**src/rtl/brs_pkg.sv**
```systemverilog
package brs_pkg;

    typedef struct packed {
        logic [1:0] blen;      // 00 continuous, 01 x4, 10 x8, 11 x16
        logic       edge_fall; // 1: falling edge of bclk is active
        logic [2:0] lat;       // initial latency code, edges = code + 2
        logic       en;        // synchronous burst enable
    } cfg_t;

    typedef enum logic [1:0] {
        ST_IDLE   = 2'd0,
        ST_WAIT   = 2'd1,
        ST_STREAM = 2'd2
    } state_t;

    function automatic logic [3:0] lat_edges(input logic [2:0] code);
        return {1'b0, code} + 4'd2;
    endfunction

    // index of the last word in a fixed burst (also the wrap mask)
    function automatic logic [3:0] last_index(input logic [1:0] blen);
        case (blen)
            2'b01:   return 4'd3;
            2'b10:   return 4'd7;
            2'b11:   return 4'd15;
            default: return 4'd0;
        endcase
    endfunction

endpackage

```
**src/rtl/brs_cfg_reg.sv**
```systemverilog
module brs_cfg_reg
    import brs_pkg::*;
(
    input  logic       clk,
    input  logic       rst,
    input  logic       wr,
    input  logic [6:0] din,
    output cfg_t       cfg
);
    always_ff @(posedge clk) begin
        if (rst)     cfg <= '0;
        else if (wr) cfg <= cfg_t'(din);
    end
endmodule

```
**src/rtl/brs_edge_det.sv**
```systemverilog
module brs_edge_det (
    input  logic clk,
    input  logic rst,
    input  logic bclk,
    input  logic fall_sel,
    output logic tick
);
    logic bclk_q;

    always_ff @(posedge clk) begin
        if (rst) bclk_q <= 1'b0;
        else     bclk_q <= bclk;
    end

    always_comb begin
        if (fall_sel) tick = bclk_q & ~bclk;
        else          tick = ~bclk_q & bclk;
    end
endmodule

```
**src/rtl/brs_burst_ctr.sv**
```systemverilog
module brs_burst_ctr
    import brs_pkg::*;
#(
    parameter int AW = 16
) (
    input  logic          clk,
    input  logic          rst,
    input  logic          en,
    input  logic [2:0]    lat,
    input  logic [1:0]    blen,
    input  logic          tick,
    input  logic          ce_n,
    input  logic          oe_n,
    input  logic          adv_n,
    input  logic          cmd_reset,
    input  logic [AW-1:0] ext_addr,
    output logic [AW-1:0] addr,
    output logic          dvalid
);
    localparam int CW = 4;

    state_t        st, st_n;
    logic [CW-1:0] cnt, cnt_n;
    logic [CW-1:0] wc, wc_n;
    logic [AW-1:0] addr_n, mask, addr_step;
    logic          dv_n;

    always_comb begin
        if (blen == 2'b00) mask = '1;
        else               mask = AW'(last_index(blen));
        addr_step = (addr & ~mask) | ((addr + 1'b1) & mask);
    end

    always_comb begin
        st_n   = st;
        cnt_n  = cnt;
        wc_n   = wc;
        addr_n = addr;
        dv_n   = 1'b0;
        if (!en) begin
            st_n = ST_IDLE;
            if (!ce_n) addr_n = ext_addr;
        end else if (ce_n || cmd_reset) begin
            st_n = ST_IDLE;
        end else if (tick) begin
            if (!adv_n) begin
                st_n   = ST_WAIT;
                cnt_n  = lat_edges(lat);
                wc_n   = '0;
                addr_n = ext_addr;
            end else begin
                case (st)
                    ST_WAIT: begin
                        if (cnt == CW'(1)) begin
                            st_n = ST_STREAM;
                            dv_n = ~oe_n;
                        end else begin
                            cnt_n = cnt - 1'b1;
                        end
                    end
                    ST_STREAM: begin
                        if (blen != 2'b00 && wc == last_index(blen)) begin
                            st_n = ST_IDLE;
                        end else begin
                            addr_n = addr_step;
                            wc_n   = wc + 1'b1;
                            dv_n   = ~oe_n;
                        end
                    end
                    default: st_n = ST_IDLE;
                endcase
            end
        end
    end

    always_ff @(posedge clk) begin
        if (rst) begin
            st     <= ST_IDLE;
            cnt    <= '0;
            wc     <= '0;
            addr   <= '0;
            dvalid <= 1'b0;
        end else begin
            st     <= st_n;
            cnt    <= cnt_n;
            wc     <= wc_n;
            addr   <= addr_n;
            dvalid <= dv_n;
        end
    end
endmodule

```
**src/rtl/burst_read_seq.sv**
```systemverilog
module burst_read_seq
    import brs_pkg::*;
#(
    parameter int AW = 16
) (
    input  logic          clk,
    input  logic          rst,
    input  logic          cfg_wr,
    input  logic [6:0]    cfg_data,
    input  logic          cmd_reset,
    input  logic          ce_n,
    input  logic          oe_n,
    input  logic          adv_n,
    input  logic          bclk,
    input  logic [AW-1:0] ext_addr,
    output logic [AW-1:0] arr_addr,
    output logic          dvalid,
    output logic          burst_mode
);
    cfg_t cfg;
    logic tick;

    brs_cfg_reg u_cfg (
        .clk (clk),
        .rst (rst),
        .wr  (cfg_wr),
        .din (cfg_data),
        .cfg (cfg)
    );

    brs_edge_det u_edge (
        .clk      (clk),
        .rst      (rst),
        .bclk     (bclk),
        .fall_sel (cfg.edge_fall),
        .tick     (tick)
    );

    brs_burst_ctr #(.AW(AW)) u_ctr (
        .clk       (clk),
        .rst       (rst),
        .en        (cfg.en),
        .lat       (cfg.lat),
        .blen      (cfg.blen),
        .tick      (tick),
        .ce_n      (ce_n),
        .oe_n      (oe_n),
        .adv_n     (adv_n),
        .cmd_reset (cmd_reset),
        .ext_addr  (ext_addr),
        .addr      (arr_addr),
        .dvalid    (dvalid)
    );

    assign burst_mode = cfg.en;
endmodule

```
**config.mk**
```make
export PLATFORM = sky130hd
export DESIGN_NAME = burst_read_seq
export DESIGN_NICKNAME = d
export VERILOG_FILES = /design/src/rtl/brs_pkg.sv /design/src/rtl/brs_cfg_reg.sv /design/src/rtl/brs_edge_det.sv /design/src/rtl/brs_burst_ctr.sv /design/src/rtl/burst_read_seq.sv
export SDC_FILE = /design/constraint.sdc
export NUM_CORES = 1
export LEC_CHECK = 0
export ABC_AREA = 1
export ABC_CLOCK_PERIOD_IN_PS = 4300
export BUFFER_PORTS_ARGS = -buffer_cell sky130_fd_sc_hd__buf_2
export CORE_MARGIN = 2
export CORE_UTILIZATION = 46
export CTS_CLUSTER_SIZE = 14
export DETAILED_ROUTE_END_ITERATION = 6
export HOLD_SLACK_MARGIN = 0.15
export PLACE_DENSITY = 0.69
export SLEW_MARGIN = 20
export SYNTH_ARGS = -nofsm -noshare
export SYNTH_HDL_FRONTEND = slang
export SYNTH_HIERARCHICAL = 1
export SYNTH_SLANG_ARGS = --single-unit
export TNS_END_PERCENT = 50
```
**constraint.sdc**
```tcl
create_clock -name clk -period 4.3 [get_ports clk]
set_input_delay 0.215 -clock clk [delete_from_list [all_inputs] [get_ports clk]]
set_output_delay 0.215 -clock clk [all_outputs]
set_load 0.02 [all_outputs]
```
==> Word level (Yosys, flattened, before mapping) <==
Index checks and enable logic that the tools add are counted.
{ "totals": {"reg_bits": 35, "inputBits": 31} }
{ "classes": {"eq_ne": 18, "add_sub_neg": 4, "n_reduce_logical": 10, "n_bitwise": 13, "mux": 28} }
{ "ops": {"columns": ["cell", "n"], "rows": [
  ["16-bit 2-to-1 mux", 8],
  ["4-bit 2-to-1 mux", 11],
  ["16-bit AND", 2],
  ["16-bit by 1-bit adder with 16-bit output, second input constant", 1],
  ["16-bit NOT", 1],
  ["16-bit bitwise OR", 1],
  ["5-bit AND reduction", 3],
  ["4-bit one-hot mux with 3 select lines", 1],
  ["3-bit by 2-bit != test with 1-bit output, second input constant", 3],
  ["2-bit != test, second input constant", 4],
  ["1-bit NOT", 7],
  ["2-bit == test, second input constant", 3],
  ["2-bit 2-to-1 mux", 3],
  ["2-bit by 1-bit != test with 1-bit output, second input constant", 3],
  ["5-bit OR reduction", 1],
  ["3-bit by 2-bit adder with 4-bit output, second input constant", 1],
  ["4-bit by 1-bit adder with 4-bit output, second input constant", 1],
  ["2-bit by 1-bit == test with 1-bit output, second input constant", 2],
  ["4-bit by 1-bit == test with 1-bit output, second input constant", 1],
  ["4-bit == test", 1],
  ["2-bit one-hot mux with 2 select lines", 1],
  ["4-bit by 1-bit subtractor with 4-bit output, second input constant", 1],
  ["1-bit 2-to-1 mux", 3],
  ["3-bit != test, second input constant", 1],
  ["other kinds (8)", 9]
]} }

==> Longest topological paths before layout <==
{ "depth": {"depth_word": 15, "ltp_mapped": 13, "depth_no_buf": 12} }

==> Cells and area by module <==
The synthesis kept the hierarchy.
{ "modules_own_cells": {"columns": ["mod", "cells_each", "seq_area_each_um2", "instances", "area_per_inst_um2"], "rows": [
  ["brs_burst_ctr", 317, 540.5, 1, 1993.2],
  ["brs_cfg_reg", 44, 140.1, 1, 286.5],
  ["brs_edge_det", 8, 20.0, 1, 48.8]
]} }

==> Least setup slack after synthesis <==
Ideal clock, no wire load.
{ "synth_timing": {"path_type": "register to register", "from": "register u_ctr.addr[0]", "to": "register (tool-made name)", "slack_ps": 2661, "required_ps": 4185, "arrival_ps": 1524, "stages_incl_launch_ff": 11, "synth_period_minus_slack_ps": 1639, "path_buffers": 0, "cell_sequence": "dfxtp_1 ha_1 nand2_1 nor2_1 nand3_1 nand2_1 nand2_1 a21boi_0 nand3_1 nand2_1 nor2_1"} }
{ "synth_rtl": {"columns": ["element", "line_no", "text"], "rows": [
  ["start, declared", "brs_burst_ctr.sv:17", "output logic [AW-1:0] addr,"],
  ["start signal, assigned", "brs_burst_ctr.sv:87", "addr <= addr_n;"]
]} }

==> flow_summary.toml <==
[clocking]
clock_latency_ns = 0.29
cts_tree = "yes"
post-cts-setup-buffers = 0
clk_pin_slew_ns = 0.07
htreeDepth = 2
clockBufferDepth = 2
numCtsBuffers = 5
clock-sinks = 35
clockRootBuffer = "clkbuf_8"

[pwr]
finalPower_mw = 0.768
cellLeakagePower_nw = 1.36
powerDensity_nw_per_um2 = 285
peakVddDrop_uv = 170

[critical_path]
r2r_start = "u_cfg/cfg[6]"
critPathBufInv = 3
cp-end-kind = "flop"
slowest_stage = "dlygate4sd3_1"
reg2regPathDepth = 12
startpoint_type = "input port"
crit_family = "simple AND/OR/NAND/NOR gates"
cpMostUsedCell = "nand2_1"
worstPathMaxFanout = 16
critPathArrivalTime_ns = 2.16
reg2reg_setup_slack_ns = 2.41
path_cells = "dlygate4sd3_1, buf_2, inv_1, nand3_1, nand2_1, and3_2, nand2_2, nand3_4, nand2_4, nand2_1, nand2_1, nor2_1"
path_depth = 12
worst-setup-path-type = "input port to flop"
required_ns = 4.53
slowest_delay_ns = 0.53

[die]
placementRows = 25
initial_core_util_pct = 48.3
coreArea_um2 = 4820
num_io_pins = 49
die-width_um = 75.1
dieArea_um2 = 5650
die_y_um = 75.1

[place]
gp_congestion = 0.913
io_buffers = 48
place_area_um2 = 2600
place_hpwl_um = 4090

[sta]
finalHoldViolCount = 0
tightest_slew_ns = 0.514
setup_viol = 0
finalSetupTns_ns = 0
timing.final.max_slew_violations = 0
min_period_ns = 1.93
slew_headroom_pct = 65.5
fmax_mhz = 518
finalCritPeriodShare_pct = 44.9
whs_ns = 0.198
skew_ns = 0.00792
grt_setup_unrepaired = "false"

[finish]
fin_area_um2 = 2690
diodes = 0
fillers = 504
area_delta_synth_final_pct = 15.7
drive_gt1_share_pct = 16.5
final_nets = 459

[route]
remaining_drc_errors = 0
detail-route-antenna-nets = 0
vias = 2408
drt_iter0_drc = 137
first_pass_iters = 4
wl_per_cell_um = 11.4
vias_per_cell = 4.98
wirelength_um = 5520

[logic_synthesis]
synth_area_um2 = 2330
synth_top_area_share_pct = 30.1
synth_seq_cells = 35
synth.distinct_cells = 30
syn-num-nets = 411
async_flop_share_pct = 0
syn_inst = 369
seq_area_frac_synth_pct = 30.1
synthTopCellsByArea = "dfxtp_1 (30%), nand2_1 (18%), nor2_1 (9.3%), inv_1 (6.6%), nand3_1 (6.0%)"
synth_ff_type = "dfxtp_1"
avgSynthCellArea_um2 = 6.31
yosys_warnings = 6
yosys.area.top_type = "dfxtp_1"
synth_edf_count = 0

[run]
cap_violations = 0

[min_path]
holdPathStages = 4
hold_end = "u_ctr/dvalid"
hold_start = "oe_n"
min_path_type = "input port to flop"

[grt]
grt_pass1_wl_um = 9070
grt_start_max_net_pins = 22
grt_pass1_vias = 2179
antenna_found_initial = 0
grt.overflow.total = 0
track_usage_pct = 20.8

[status]
outcome = "finished clean"
-- where the power goes --
part / internal [mW] / switching, mW / total [mW]
registers: 0.343 / 0.0213 / 0.365
logic: 0.0589 / 0.0994 / 0.158
clock network: 0.126 / 0.119 / 0.245
total: 0.528 / 0.240 / 0.768
-- cell type report --
cell class | instances | area (um^2) | share of cell area [%]
repair buffers | 49 | 250 | 9.29
well taps | 67 | 83.8 | 3.11
clock inverters | 1 | 5.00 | 0.186
multi-input cells | 282 | 1410 | 52.2
clock buffers | 6 | 82.6 | 3.07
inverters | 44 | 165 | 6.13
flip-flops and latches | 35 | 701 | 26.0
-- how the worst max path moves through the flow --
stage	from	endpoint	slack, ns
3_3_place_gp	u_cfg/cfg[6]	flop	2.49
4_1_cts	bclk	flop	2.38
3_5_place_dp	u_cfg/cfg[6]	flop	2.40
5_1_grt	u_cfg/cfg[6]	flop	2.21
6_report	bclk	flop	2.37
2_1_floorplan	u_ctr/addr[0]	flop	2.66
-- logic make-up (layout without fill, tap and decap cells) --
kind of cell / Yosys count / count (layout) / share of synthesized area, %
fa+ha+maj: 11 / 11 / 5.91
compound gates: 36 / 36 / 8.49
simple gates: 226 / 226 / 42.6
flops: 35 / 35 / 30.1
xor+xnor: 9 / 9 / 3.39
buf+inv: 52 / 100 / 9.51
-- cells in the mapped netlist, types with 2 or more instances --
cell / n
nand2_1: 110
nor2_1: 58
inv_1: 41
dfxtp_1: 35
nand3_1: 28
a21oi_1: 17
o21ai_0: 12
ha_1: 11
xor2_1: 8
nand4_1: 7
nor3_1: 7
nand2_2: 5
nand3b_1: 4
a21boi_0: 3
buf_2: 3
a211oi_1: 2
buf_4: 2
buf_6: 2
inv_2: 2
nand3_4: 2
-- layer usage --
layer / track usage (%) / wire length [um] / vias to the layer above
li1: - / - / 1264
met1: 25.5 / 2570 / 1073
met2: 36.1 / 2600 / 61
met3: 4.42 / 257 / 10
met4: 7.41 / 86 / 0
met5: 0 / 0 / -
-- tightest hold or removal path, stage by stage --
cell,delay [ns]
buf_2,0.07
nor3_1,0.04
nand3_1,0.07
a21oi_1,0.04
-- what timing repair did --
item,4_1_cts,5_1_grt
hold buffers,1,0
gates resized for setup,0,0
endpoints found under the hold margin,1,0
-- through the flow --
| step | utilization, % | cells | setup slack [ns] |
|---|---|---|---|
| global placement | 53.9 | 476 | 2.49 |
| global route | 55.9 | 484 | 2.21 |
| floorplan | - | 369 | 2.66 |
| detailed placement | 53.9 | 476 | 2.40 |
| finish | 55.9 | 484 | 2.37 |
| CTS | 55.9 | 484 | 2.38 |
-- layout by cell type (no fill, tap or decap), types with 2 or more instances in the layout --
master and instances:
nor3_1 7, inv_1 41, nand3b_1 4, nand2_2 5, xor2_1 8, o21ai_0 12
nand4_1 7, nand2_1 110, inv_2 2, a21boi_0 3, dfxtp_1 35, nor2_1 58
buf_2 48, clkbuf_8 6, a21oi_1 17, ha_1 11, a211oi_1 2, nand3_1 28
nand3_4 2
(Power assumes the default switching activity.)
